$ cat src/rtl/rstcfg_pkg.sv
package rstcfg_pkg;

  // Sequencer states of the fetch engine.
  typedef enum logic [1:0] {
    ST_ISSUE = 2'd0,
    ST_WAIT  = 2'd1,
    ST_DONE  = 2'd2,
    ST_ABORT = 2'd3
  } fetch_state_e;

  localparam logic [31:0] VEC_BASE_LOW  = 32'h0000_0000;
  localparam logic [31:0] VEC_BASE_HIGH = 32'hFFF0_0000;
  localparam logic [31:0] VEC_RESET_OFS = 32'h0000_0100;

  // Reset exception address for a given base-select bit value.
  function automatic logic [31:0] reset_addr(input logic high_base);
    return (high_base ? VEC_BASE_HIGH : VEC_BASE_LOW) + VEC_RESET_OFS;
  endfunction

endpackage

$ cat src/rtl/rstcfg_rsync.sv
// Asynchronous assert, synchronous release of the block's reset.
module rstcfg_rsync #(
  parameter int STAGES = 2
) (
  input  logic clk,
  input  logic rst_n_in,
  output logic rst_n_out
);

  logic [STAGES-1:0] sync_q;
  logic [STAGES-1:0] sync_d;

  always_comb begin
    sync_d = {sync_q[STAGES-2:0], 1'b1};
  end

  always_ff @(posedge clk or negedge rst_n_in) begin
    if (!rst_n_in) sync_q <= '0;
    else           sync_q <= sync_d;
  end

  assign rst_n_out = sync_q[STAGES-1];

endmodule

$ cat src/rtl/rstcfg_seq.sv
// Read sequencer: address generation, handshake and acknowledge timeout.
module rstcfg_seq
  import rstcfg_pkg::*;
#(
  parameter int TOTAL_READS = 32,
  parameter int ADDR_W      = 32,
  parameter int STRIDE      = 8,
  parameter int ACK_LIMIT   = 1024,
  localparam int IDX_W      = $clog2(TOTAL_READS),
  localparam int WCNT_W     = $clog2(ACK_LIMIT + 1)
) (
  input  logic              clk,
  input  logic              rst_n,
  input  logic              rd_ack,
  output logic              rd_req,
  output logic [ADDR_W-1:0] rd_addr,
  output logic              cap_en,
  output logic [IDX_W-1:0]  cap_idx,
  output logic              fetch_done,
  output logic              fetch_err
);

  localparam logic [IDX_W-1:0]  LAST_IDX  = IDX_W'(TOTAL_READS - 1);
  localparam logic [WCNT_W-1:0] WAIT_LAST = WCNT_W'(ACK_LIMIT - 1);

  fetch_state_e      state_q, state_d;
  logic [IDX_W-1:0]  idx_q, idx_d;
  logic              idx_en;
  logic [ADDR_W-1:0] addr_q, addr_d;
  logic              addr_en;
  logic              req_q, req_d;
  logic [WCNT_W-1:0] wcnt_q, wcnt_d;
  logic              done_q, done_d;
  logic              err_q, err_d;

  // Next-state logic
  always_comb begin
    state_d = state_q;
    idx_d   = idx_q;
    idx_en  = 1'b0;
    addr_d  = addr_q;
    addr_en = 1'b0;
    req_d   = req_q;
    wcnt_d  = wcnt_q;
    done_d  = 1'b0;
    err_d   = err_q;
    cap_en  = 1'b0;
    unique case (state_q)
      ST_ISSUE: begin
        req_d   = 1'b1;
        addr_en = 1'b1;
        addr_d  = ADDR_W'(idx_q) * ADDR_W'(STRIDE);
        wcnt_d  = '0;
        state_d = ST_WAIT;
      end
      ST_WAIT: begin
        if (rd_ack) begin
          cap_en = 1'b1;
          req_d  = 1'b0;
          if (idx_q == LAST_IDX) begin
            done_d  = 1'b1;
            state_d = ST_DONE;
          end else begin
            idx_en  = 1'b1;
            idx_d   = idx_q + 1'b1;
            state_d = ST_ISSUE;
          end
        end else if (wcnt_q == WAIT_LAST) begin
          req_d   = 1'b0;
          err_d   = 1'b1;
          state_d = ST_ABORT;
        end else begin
          wcnt_d = wcnt_q + 1'b1;
        end
      end
      ST_DONE:  state_d = ST_DONE;
      ST_ABORT: state_d = ST_ABORT;
      default:  state_d = ST_ABORT;
    endcase
  end

  // Registers
  always_ff @(posedge clk or negedge rst_n) begin
    if (!rst_n) begin
      state_q <= ST_ISSUE;
      idx_q   <= '0;
      addr_q  <= '0;
      req_q   <= 1'b0;
      wcnt_q  <= '0;
      done_q  <= 1'b0;
      err_q   <= 1'b0;
    end else begin
      state_q <= state_d;
      if (idx_en)  idx_q  <= idx_d;
      if (addr_en) addr_q <= addr_d;
      req_q   <= req_d;
      wcnt_q  <= wcnt_d;
      done_q  <= done_d;
      err_q   <= err_d;
    end
  end

  assign rd_req     = req_q;
  assign rd_addr    = addr_q;
  assign cap_idx    = idx_q;
  assign fetch_done = done_q;
  assign fetch_err  = err_q;

endmodule

$ cat src/rtl/rstcfg_asm.sv
// Word assembly: one byte register per read slot, most significant byte first.
module rstcfg_asm #(
  parameter int N_WORDS = 8,
  parameter int WORD_W  = 32,
  localparam int BYTES  = WORD_W / 8,
  localparam int SLOTS  = N_WORDS * BYTES,
  localparam int IDX_W  = $clog2(SLOTS)
) (
  input  logic                      clk,
  input  logic                      rst_n,
  input  logic                      cap_en,
  input  logic [IDX_W-1:0]          cap_idx,
  input  logic [7:0]                cap_byte,
  output logic [N_WORDS*WORD_W-1:0] words,
  output logic [N_WORDS-1:0]        word_valid
);

  logic [SLOTS-1:0] slot_ld;

  // Decode the capture slot
  always_comb begin
    slot_ld = '0;
    if (cap_en) slot_ld[cap_idx] = 1'b1;
  end

  for (genvar w = 0; w < N_WORDS; w++) begin : g_word
    for (genvar b = 0; b < BYTES; b++) begin : g_byte
      logic [7:0] byte_q;
      always_ff @(posedge clk or negedge rst_n) begin
        if (!rst_n)                   byte_q <= '0;
        else if (slot_ld[w*BYTES+b])  byte_q <= cap_byte;
      end
      // First read of the group lands in the top byte
      assign words[w*WORD_W + WORD_W - 1 - 8*b -: 8] = byte_q;
    end

    logic vld_q;
    always_ff @(posedge clk or negedge rst_n) begin
      if (!rst_n)                         vld_q <= 1'b0;
      else if (slot_ld[w*BYTES+BYTES-1])  vld_q <= 1'b1;
    end
    assign word_valid[w] = vld_q;
  end

endmodule

$ cat src/rtl/rstcfg_vec.sv
// Reset vector select from one bit of the master word.
module rstcfg_vec
  import rstcfg_pkg::*;
(
  input  logic        base_sel,
  output logic [31:0] reset_vector
);

  always_comb begin
    reset_vector = reset_addr(base_sel);
  end

endmodule

$ cat src/rtl/rstcfg_fetch.sv
module rstcfg_fetch #(
  parameter int N_SLAVES     = 7,
  parameter int ADDR_W       = 32,
  parameter int STRIDE       = 8,
  parameter int ACK_LIMIT    = 1024,
  parameter int BASE_SEL_BIT = 20,
  parameter int WORD_W       = 32
) (
  input  logic                       clk,
  input  logic                       rst_n,
  output logic                       rd_req,
  output logic [ADDR_W-1:0]          rd_addr,
  input  logic                       rd_ack,
  input  logic [7:0]                 rd_lane,
  output logic [WORD_W-1:0]          master_word,
  output logic                       master_valid,
  output logic [N_SLAVES*WORD_W-1:0] slave_words,
  output logic [N_SLAVES-1:0]        slave_valid,
  output logic [31:0]                reset_vector,
  output logic                       fetch_done,
  output logic                       fetch_err
);

  localparam int N_WORDS     = N_SLAVES + 1;
  localparam int BYTES       = WORD_W / 8;
  localparam int TOTAL_READS = N_WORDS * BYTES;
  localparam int IDX_W       = $clog2(TOTAL_READS);

  logic                      rst_n_sync;
  logic                      cap_en;
  logic [IDX_W-1:0]          cap_idx;
  logic [N_WORDS*WORD_W-1:0] words;
  logic [N_WORDS-1:0]        word_valid;

  rstcfg_rsync #(.STAGES(2)) u_rsync (
    .clk       (clk),
    .rst_n_in  (rst_n),
    .rst_n_out (rst_n_sync)
  );

  rstcfg_seq #(
    .TOTAL_READS (TOTAL_READS),
    .ADDR_W      (ADDR_W),
    .STRIDE      (STRIDE),
    .ACK_LIMIT   (ACK_LIMIT)
  ) u_seq (
    .clk        (clk),
    .rst_n      (rst_n_sync),
    .rd_ack     (rd_ack),
    .rd_req     (rd_req),
    .rd_addr    (rd_addr),
    .cap_en     (cap_en),
    .cap_idx    (cap_idx),
    .fetch_done (fetch_done),
    .fetch_err  (fetch_err)
  );

  rstcfg_asm #(
    .N_WORDS (N_WORDS),
    .WORD_W  (WORD_W)
  ) u_asm (
    .clk        (clk),
    .rst_n      (rst_n_sync),
    .cap_en     (cap_en),
    .cap_idx    (cap_idx),
    .cap_byte   (rd_lane),
    .words      (words),
    .word_valid (word_valid)
  );

  rstcfg_vec u_vec (
    .base_sel     (words[BASE_SEL_BIT]),
    .reset_vector (reset_vector)
  );

  assign master_word  = words[WORD_W-1:0];
  assign master_valid = word_valid[0];
  assign slave_words  = words[N_WORDS*WORD_W-1:WORD_W];
  assign slave_valid  = word_valid[N_WORDS-1:1];

endmodule

$ cat config.mk
export PLATFORM = sky130hd
export DESIGN_NAME = rstcfg_fetch
export DESIGN_NICKNAME = d
export VERILOG_FILES = /design/src/rtl/rstcfg_pkg.sv /design/src/rtl/rstcfg_rsync.sv /design/src/rtl/rstcfg_seq.sv /design/src/rtl/rstcfg_asm.sv /design/src/rtl/rstcfg_vec.sv /design/src/rtl/rstcfg_fetch.sv
export SDC_FILE = /design/constraint.sdc
export NUM_CORES = 1
export LEC_CHECK = 0
export BUFFER_PORTS_ARGS = -buffer_cell sky130_fd_sc_hd__buf_2
export CAP_MARGIN = 15
export CORE_MARGIN = 2
export CORE_UTILIZATION = 47
export CTS_CLUSTER_DIAMETER = 40
export DETAILED_ROUTE_END_ITERATION = 6
export PLACE_DENSITY = 0.85
export SYNTH_ARGS = -nofsm -noshare
export SYNTH_HDL_FRONTEND = slang
export SYNTH_SLANG_ARGS = --single-unit
$ cat constraint.sdc
create_clock -name clk -period 10.5 [get_ports clk]
set_input_delay 0.525 -clock clk [delete_from_list [all_inputs] [get_ports clk]]
set_output_delay 0.525 -clock clk [all_outputs]
set_load 0.02 [all_outputs]
# Word level (Yosys, flattened, before mapping)
# Index checks and enable logic that the tools add are counted.
# op_classes
n_addsub,3
order_cmp,2
eq_ne,8
muxes,23
bitwise_logic,2
reduce_logical,8
# op_table
operator,n
$mux 32,2
$add 32x9->32 const B,1
$mux 11,2
$pmux 11 s2,1
$mux 1,12
$add 11x1->11 const B,1
$eq 11x10->1 const B,1
$pmux 2 s4,1
$lt 5x6->1 const B,1
$mux 2,3
$reduce_and 3->1,2
$add 5x1->5 const B,1
$demux 1 s5,1
$eq 5x5->1 const B,1
$ge 5x1->1 const B,1
$eq 2x2->1 const B,2
$ne 2x2->1 const B,2
$reduce_and 2->1,2
$reduce_and 4->1,1
$ne 3x2->1 const B,1
$eq 2x1->1 const B,1
$logic_not 2->1,1
$not 1->1,2
$pmux 1 s2,1
other kinds (2),2
# word_totals
regBits,292
output_inout_bits,331
word_cells,94

# Longest topological paths before layout
# Gate-level depths: netlist of the first run.
# logic_depth
word_depth,5
ltp_mapped,6

# Modules after synthesis
# Synthesis of the first run repeated with hierarchy kept, for this count alone.
# hier_totals
cells_unflattened,799
area_unflattened_um2,11821.3
# by_module_without_submodules
module,n_inst,cells_each,area_per_inst_um2,seq_area_each_um2
rstcfg_asm,1,618,10039.6,6606.3
rstcfg_seq,1,144,1480.2,650.6
rstcfg_vec,1,34,247.7,0.0
rstcfg_rsync,1,3,53.8,50.0

# Worst setup path after synthesis of the first run
# No wires, ideal clock.
# synth_timing
path_type,reg-to-reg
start,reg u_seq.idx_q[0] (netlist: u_seq.cap_idx[0])
end,reg u_seq.idx_q[4] (netlist: u_seq.cap_idx[4])
setup_time_ps,125
t_arrival_ps,1651
required_ps,10375
slack_ps,8724
stages_incl_launch_ff,6
period_less_slack_ps,1776
cell_sequence,dfrtp_1 -> ha_1 -> and3_1 -> ha_1 -> nor2b_1 -> mux2_2
# synth_via
elab_chain_len,5
word_cells_on_any_way,7
cone_classes,add/sub (1); eq/ne (1); mux (3); bitwise (1); reduce/logical (1)
# synth_rtl
element,line,text
from (decl),rstcfg_seq.sv:27,"logic [IDX_W-1:0] idx_q, idx_d;"
from (signal assigned),rstcfg_seq.sv:94,if (idx_en) idx_q <= idx_d;
$eq 5x5->1,rstcfg_seq.sv:60,if (idx_q == LAST_IDX) begin
$mux 1,rstcfg_seq.sv:60,
$mux 1,rstcfg_seq.sv:57,if (rd_ack) begin
$mux 1,rstcfg_seq.sv:48,unique case (state_q)
$reduce_and 4->1 (no source line),--,
# Parallel ways exist; a longest one is shown, timed or not.
# A chain may end at the register's enable or synchronous reset.

# Worst setup path after layout of the first run
# layout_timing
start,reg u_seq.state_q[0]
end,reg u_asm.g_word[5].g_byte[0].byte_q[3]
# layout_via
elab_chain_len,3
# layout_rtl
element,line,text
from (decl),rstcfg_seq.sv:26,"fetch_state_e state_q, state_d;"
from (signal assigned),rstcfg_seq.sv:93,state_q <= state_d;
$eq 2x1->1,rstcfg_seq.sv:48,
$mux 1,rstcfg_seq.sv:48,
$mux 32,rstcfg_asm.sv:23,if (cap_en) slot_ld[cap_idx] = 1'b1;
to (signal assigned),rstcfg_asm.sv:31,else if (slot_ld[w*BYTES+b]) byte_q <= cap_byte;
to (decl),rstcfg_asm.sv:28,logic [7:0] byte_q;
# No other way between the ends.

==> summary.md, run 1 <==
| Metric | Value |
|---|---|
| Status | complete, no violations |
| Worst r2r src | u_seq.state_q[0]$_DFFE_PN0P_ |
| Reg2reg setup slack | 8.01 ns |
| Drt pass-1 iters | 4 |
| Worst Path Max Fanout | 16 |
| Measured slew at the worst slew-check pin | 0.947 ns |
| Final Critical Period | 2.49 ns |
| Slowest cell on the critical path | dfrtp_1 |
| Die H | 163 µm |
| Clock transition at path regs | 0.05 ns |
| Number of buffers created by CTS | 39 |
| Placed inst area | 13300 µm² |
| Critical Path AT | 2.88 ns |
| Power per cell area | 171 nW/µm² |
| Synth warn | 0 |
| Clock sink count | 292 |
| I/O Buffers | 294 |
| Initial Util | 47.6% |
| Final Power | 2.52 mW |
| Worst Setup End Kind | flop |
| Leakage | 8.48 nW |
| Initial antenna violation count | 0 |
| Final Hold Fails | 0 |
| Worst path max stage delay | 0.64 ns |
| DRC | 0 |
| Vias/cell | 5.20 |
| Drt wl/cell | 20.4 µm |
| Core area | 25000 µm² |
| Gr ovfl total | 0 |
| Post-synth EDFFs | 0 |
| Cts repair resizes | 0 |
| Synthesized cell area | 11900 µm² |
| H-tree depth | 2 |
| Worst EP required | 10.89 ns |
| First-pass GRT wire length | 44100 µm |
| Post-CTS Setup Bufs | 0 |
| Post-synth ARST share | 100% |
| Seq/Total Area, Yosys | 61.3% |
| Clk buf depth | 3 |
| Iter 0 DRT Violations | 392 |
| GR Util All Layers | 21.7% |
| CP Class | reg -> reg |
| Worst Reg-to-Reg Cells | 4 |
| I/O pins | 342 |
| CTS Hold Bufs | 1 |
| PnR worst setup slack | 8.01 ns |
| Final count of negative-setup-slack endpoints | 0 |
| Crit start category | flop |
| Die X-Extent | 163 µm |
| Vias in the first global route | 7647 |
| DRT antenna net count | 0 |
| TritonCTS clock tree | done |
| Clock skew | 0.0143 ns |
| Max-cap violation count | 0 |
| Final period utilization | 23.7% |
| Max Slew Vio Count | 0 |
| Utilization of the core after routing | 58.8% |
| Die area | 26600 µm² |
| Drt total wl | 29500 µm |
| RD Place Congestion | 0.818 |
| RSZ-0062 raised after global routing | no |
| Sum of buffers and inverters on the critical path | 0 |
| Share of cells above drive strength 1 | 57.7% |
| Post-DP HPWL | 19400 µm |
| Clk Latency, worst-skew pair | 0.52 ns |
| Root Driver | clkbuf_16 |
| # rows | 58 |
| Relative slew slack | 36.9% |
| Fin Setup TNS | 0 ns |
| CP Cell Sequence | and3b_1, nand2_2, nor2_2, mux2_2 |
| Worst VDD drop | 0.157 mV |
| Yosys cell types | 48 |
| Worst hold path type | reg -> async |
| Vias | 7535 |
| FF-to-FF End | u_asm.g_word[5].g_byte[0].byte_q[3]$_DFFE_PN0P_ |
| #FFs+latches synth | 292 |
| Crit-path leading delay family | simple AND/OR/NAND/NOR gates |
| Synth Area per Inst | 14.8 µm² |
| Largest net degree at the start of global routing | 90 |
| Most common cell after layout, fill and taps aside | buf_2 |
| Design area | 14700 µm² |
| Prevailing post-synth register cell | dfrtp_1 |
| Place WS | 7.56 ns |
| Maximum clock rate | 401 MHz |
| Layout area overhead | 23.5% |
| Synthesized netlist cell count | 806 |
| Fin nets | 1106 |
| Antenna cells | 0 |
| Most frequent cells in the layout | buf_2 (294), dfrtp_1 (291), mux2_2 (236), conb_1 (48), clkbuf_16 (40) |
final cells by class:
| type | count | area, µm² |
|---|---|---|
| Fill cell | 2005 | 10300 |
| Sequential cell | 292 | 7310 |
| Multi-Input combinational cell | 450 | 4100 |
| Timing Repair Buffer | 299 | 1530 |
| Clock buffer | 48 | 1070 |
| Tap cell | 330 | 413 |
| Clock inverter | 22 | 265 |
| Inverter | 7 | 26.3 |
Yosys cell counts (2+ instances only):
| cell type | n | area [µm²] |
|---|---|---|
| ha_1 | 6 | 75.1 |
| buf_4 | 71 | 533 |
| nor2b_1 | 2 | 12.5 |
| nand2_4 | 5 | 56.3 |
| dfrtp_1 | 292 | 7310 |
| o21ai_0 | 6 | 30.0 |
| nand2_2 | 15 | 93.8 |
| nand2_1 | 11 | 41.3 |
| a21oi_1 | 4 | 20.0 |
| and2_1 | 7 | 43.8 |
| and3_1 | 2 | 12.5 |
| a221o_1 | 2 | 20.0 |
| a31oi_1 | 2 | 12.5 |
| nor2_4 | 3 | 33.8 |
| or2_2 | 4 | 25.0 |
| buf_2 | 3 | 15.0 |
| nand2b_1 | 5 | 31.3 |
| o21a_1 | 3 | 22.5 |
| nor2_2 | 13 | 81.3 |
| a311o_1 | 2 | 20.0 |
| conb_1 | 2 | 7.51 |
| mux2_1 | 26 | 293 |
| nand3b_1 | 5 | 37.5 |
| nor2_1 | 12 | 45.0 |
| mux2_2 | 236 | 2660 |
| xnor2_1 | 2 | 17.5 |
| and4b_1 | 2 | 20.0 |
| nand3_1 | 5 | 25.0 |
| inv_1 | 7 | 26.3 |
| clkbuf_1 | 28 | 105 |
| nand4_1 | 4 | 25.0 |
| nor3b_2 | 3 | 37.5 |
worst reg2reg max path, cell delays in order, from the launching register on:
cell     delay [ns]
dfrtp_1        0.64
and3b_1        0.55
nand2_2        0.20
nor2_2         0.55
mux2_2         0.45
worst max-delay path by stage:
stage,start,end,depth (start not counted)
after global placement,u_rsync.sync_q[1]$_DFF_PN0_,u_asm.g_word[7].g_byte[0].byte_q[3]$_DFFE_PN0P_,2
after detailed placement,u_rsync.sync_q[1]$_DFF_PN0_,u_asm.g_word[7].g_byte[3].byte_q[0]$_DFFE_PN0P_,2
after global routing,u_seq.state_q[0]$_DFFE_PN0P_,u_asm.g_word[5].g_byte[0].byte_q[3]$_DFFE_PN0P_,4
after floorplan,u_rsync.sync_q[1]$_DFF_PN0_,u_asm.g_word[0].g_byte[0].byte_q[0]$_DFFE_PN0P_,0
final,u_seq.state_q[0]$_DFFE_PN0P_,u_asm.g_word[5].g_byte[0].byte_q[3]$_DFFE_PN0P_,4
after CTS,u_rsync.sync_q[1]$_DFF_PN0_,u_asm.g_word[7].g_byte[3].byte_q[6]$_DFFE_PN0P_,2
registers in the layout, indices dropped and copies added (netlist names):
name	cells
u_asm.g_word.g_byte.byte_q	256
u_seq.wcnt_q	11
u_asm.g_word.vld_q	8
u_seq.cap_idx	5
u_seq.rd_addr	5
u_rsync.sync_q	2
u_seq.state_q	2
u_seq.fetch_done	1
u_seq.fetch_err	1
u_seq.rd_req	1
stage by stage:
stage	std cells	hold WS, ns
floorplan	852	0.229
global route	1448	0.309
CTS	1447	0.287
detailed placement	1376	0.318
finish	1448	0.269
global placement	1376	0.314
report_power, final:
group	internal, mW	switching, mW
logic	0.00516	0.0552
registers	1.13	0.00239
clock network	0.834	0.500
total	1.97	0.557
logic make-up after synthesis:
logic type                 share of synthesized area (%)
DFF                                                 61.3
xor gates and xnor gates                           0.221
adders and majority gates                          0.630
buffers and inverters                               5.74
muxes                                               24.8
other                                             0.0630
AOI/OAI and AO/OA                                   1.63
and+or+nand+nor                                     5.64
per-layer routing:
layer,up-vias,track usage [%],share of wire (%)
met4,0,6.92,2.5
met1,3911,27.2,41
met2,289,36.9,49
li1,3271,-,-
met3,64,5.69,7.7
met5,-,0,0
No activity file was read; power rests on OpenSTA's default activity.
==> run 2: changes to the inputs <==
- clock period: 10.5 -> 2.3 ns (I/O delays scaled with it)
==> summary.md, run 2 (synthesis gave the netlist of run 1 again) <==
| Metric | Value |
|---|---|
| Status | complete, no violations |
| Layout area overhead | 27.0% |
| RD Place Congestion | 0.845 |
| Most flops, register | u_asm.g_word.g_byte.byte_q |
| Combinational fraction of design power | 2.4% |
| Most frequent cells in the layout | buf_2 (294), dfrtp_1 (291), mux2_2 (236), conb_1 (48), clkbuf_16 (44) |
| Drt pass-1 iters | 4 |
| Worst EP required | 2.70 ns |
| Final count of negative-setup-slack endpoints | 0 |
| Sw Pwr | 2.80 mW |
| Crit start category | flop |
| Maximum clock rate | 482 MHz |
| Die X-Extent | 163 µm |
| Worst Path Max Fanout | 11 |
| Vias | 7616 |
| Vias/cell | 5.18 |
| Fin nets | 1123 |
| Root Driver | clkbuf_16 |
| Worst VDD drop | 0.601 mV |
| Die area | 26600 µm² |
| CP Cell Sequence | and3b_1, nand2_2, nor2_2, mux2_2 |
| H-tree depth | 2 |
| Fill cell count | 1948 |
| Hold_ws | 0.321 ns |
| Largest net degree at the start of global routing | 50 |
| Slowest cell on the critical path | and3b_1 |
| Share of cells above drive strength 1 | 58.5% |
| Drt total wl | 30100 µm |
| Clock sink count | 292 |
| Antenna cells | 0 |
| Vias in the first global route | 7731 |
| Worst Setup End Kind | flop |
| Clk network pwr share | 56.2% |
| Max Slew Vio Count | 0 |
| Final Critical Period | 2.07 ns |
| Relative slew slack | 43.0% |
| Final period utilization | 90.1% |
| Worst path max stage delay | 0.49 ns |
| Largest regs | u_asm.g_word.g_byte.byte_q: 256 flops, u_seq.wcnt_q: 11 flops, u_asm.g_word.vld_q: 8 flops |
| DRC | 0 |
| CP Class | reg -> reg |
| Design area | 15100 µm² |
| Post-DP HPWL | 20000 µm |
| Measured slew at the worst slew-check pin | 0.854 ns |
| Number of flip-flops in the largest register | 256 |
| Switching share of power | 22.4% |
| Most common cell after layout, fill and taps aside | buf_2 |
| Final Hold Fails | 0 |
| Core area | 25000 µm² |
| Clk Latency, worst-skew pair | 0.53 ns |
| Clock skew | 0.0182 ns |
| Sequential power share | 41.4% |
| I/O Buffers | 294 |
| Gr ovfl total | 0 |
| Place WS | 0.270 ns |
| Critical Path AT | 2.47 ns |
| RSZ-0062 raised after global routing | no |
| Worst hold path type | in -> reg |
| Iter 0 DRT Violations | 544 |
| Leakage | 8.69 nW |
| Post-CTS Setup Bufs | 0 |
| Initial Util | 47.6% |
| PnR worst setup slack | 0.227 ns |
| GR Util All Layers | 22.7% |
| Drt wl/cell | 20.5 µm |
| Max-cap violation count | 0 |
| Number of buffers created by CTS | 43 |
| TritonCTS clock tree | done |
| I/O pins | 342 |
| Fin Setup TNS | 0 ns |
| Placed inst area | 13500 µm² |
| Cts repair resizes | 0 |
| Internal Pwr Total | 9.66 mW |
| Die H | 163 µm |
| # rows | 58 |
| First-pass GRT wire length | 46100 µm |
| Clk buf depth | 3 |
| DRT antenna net count | 0 |
| Clock transition at path regs | 0.06 ns |
| Power per cell area | 824 nW/µm² |
| Initial antenna violation count | 0 |
run 2: cell types whose count changed in the layout (fill, tap and decap cells not counted), moves of 3 or more:
cell | previous run | this run
buf_4 | 3 | 8
bufinv_16 | 4 | 7
buf_12 | 0 | 7
clkinv_8 | 1 | 4
clkbuf_16 | 40 | 44
run 2: critical path: cells and delay by family, from the launching register on:
family	cells	cell delay [ns]
flops	1	0.38
simple gates	3	1.16
mux	1	0.41
run 2: layer usage:
layer / part of all wire, % / global-route usage, %
met5: 0 / 0
met3: 8.3 / 6.17
met2: 48 / 36.8
met4: 2.9 / 7.96
met1: 41 / 29.5
run 2: stage by stage:
step	instances	utilization [%]	total power, mW
global placement	1388	54.0	5.55
finish	1470	60.4	12.5
global route	1470	60.4	12.9
detailed placement	1388	54.0	5.55
CTS	1470	60.4	12.6
floorplan	852	-	5.49
run 2: area by class of cell:
cell class / count / area, µm² / share of cell area (%)
inverters: 7 / 26.3 / 0.174
flip-flops and latches: 292 / 7310 / 48.3
clock inverters: 30 / 429 / 2.84
multi-input cells: 450 / 4100 / 27.1
well taps: 330 / 413 / 2.73
repair buffers: 312 / 1700 / 11.2
clock buffers: 49 / 1150 / 7.60
run 2: worst paths after layout:
kind                                                    from                                              end  slack [ns]  cells past startpoint
min in group asynchronous        u_rsync.sync_q[1]$_DFF_PN0_  u_asm.g_word[6].g_byte[1].byte_q[2]$_DFFE_PN0P_        0.38                      0
max in group asynchronous        u_rsync.sync_q[1]$_DFF_PN0_  u_asm.g_word[5].g_byte[3].byte_q[1]$_DFFE_PN0P_        1.22                      1
worst max-delay path            u_seq.state_q[1]$_DFFE_PN0P_  u_asm.g_word[7].g_byte[0].byte_q[2]$_DFFE_PN0P_        0.23                      4
worst min-delay path                              rd_lane[7]  u_asm.g_word[0].g_byte[0].byte_q[7]$_DFFE_PN0P_        0.32                      2
worst min register to register   u_rsync.sync_q[0]$_DFF_PN0_                      u_rsync.sync_q[1]$_DFF_PN0_        0.35                      0
worst max register to register  u_seq.state_q[1]$_DFFE_PN0P_  u_asm.g_word[7].g_byte[0].byte_q[2]$_DFFE_PN0P_        0.23                      4
run 2: what timing repair did:
item	CTS	global route
hold buffers	3	0
endpoints found under the setup margin	0	0
hold endpoints to repair	3	0
run 2: power by group through the flow:
stage,clock network [mW],logic [mW],registers (mW)
after CTS,7.13,0.304,5.16
final,7.00,0.300,5.16
after floorplan,0,0.181,5.31
after global routing,7.39,0.336,5.16
after global placement,0,0.296,5.25
after detailed placement,0,0.301,5.25
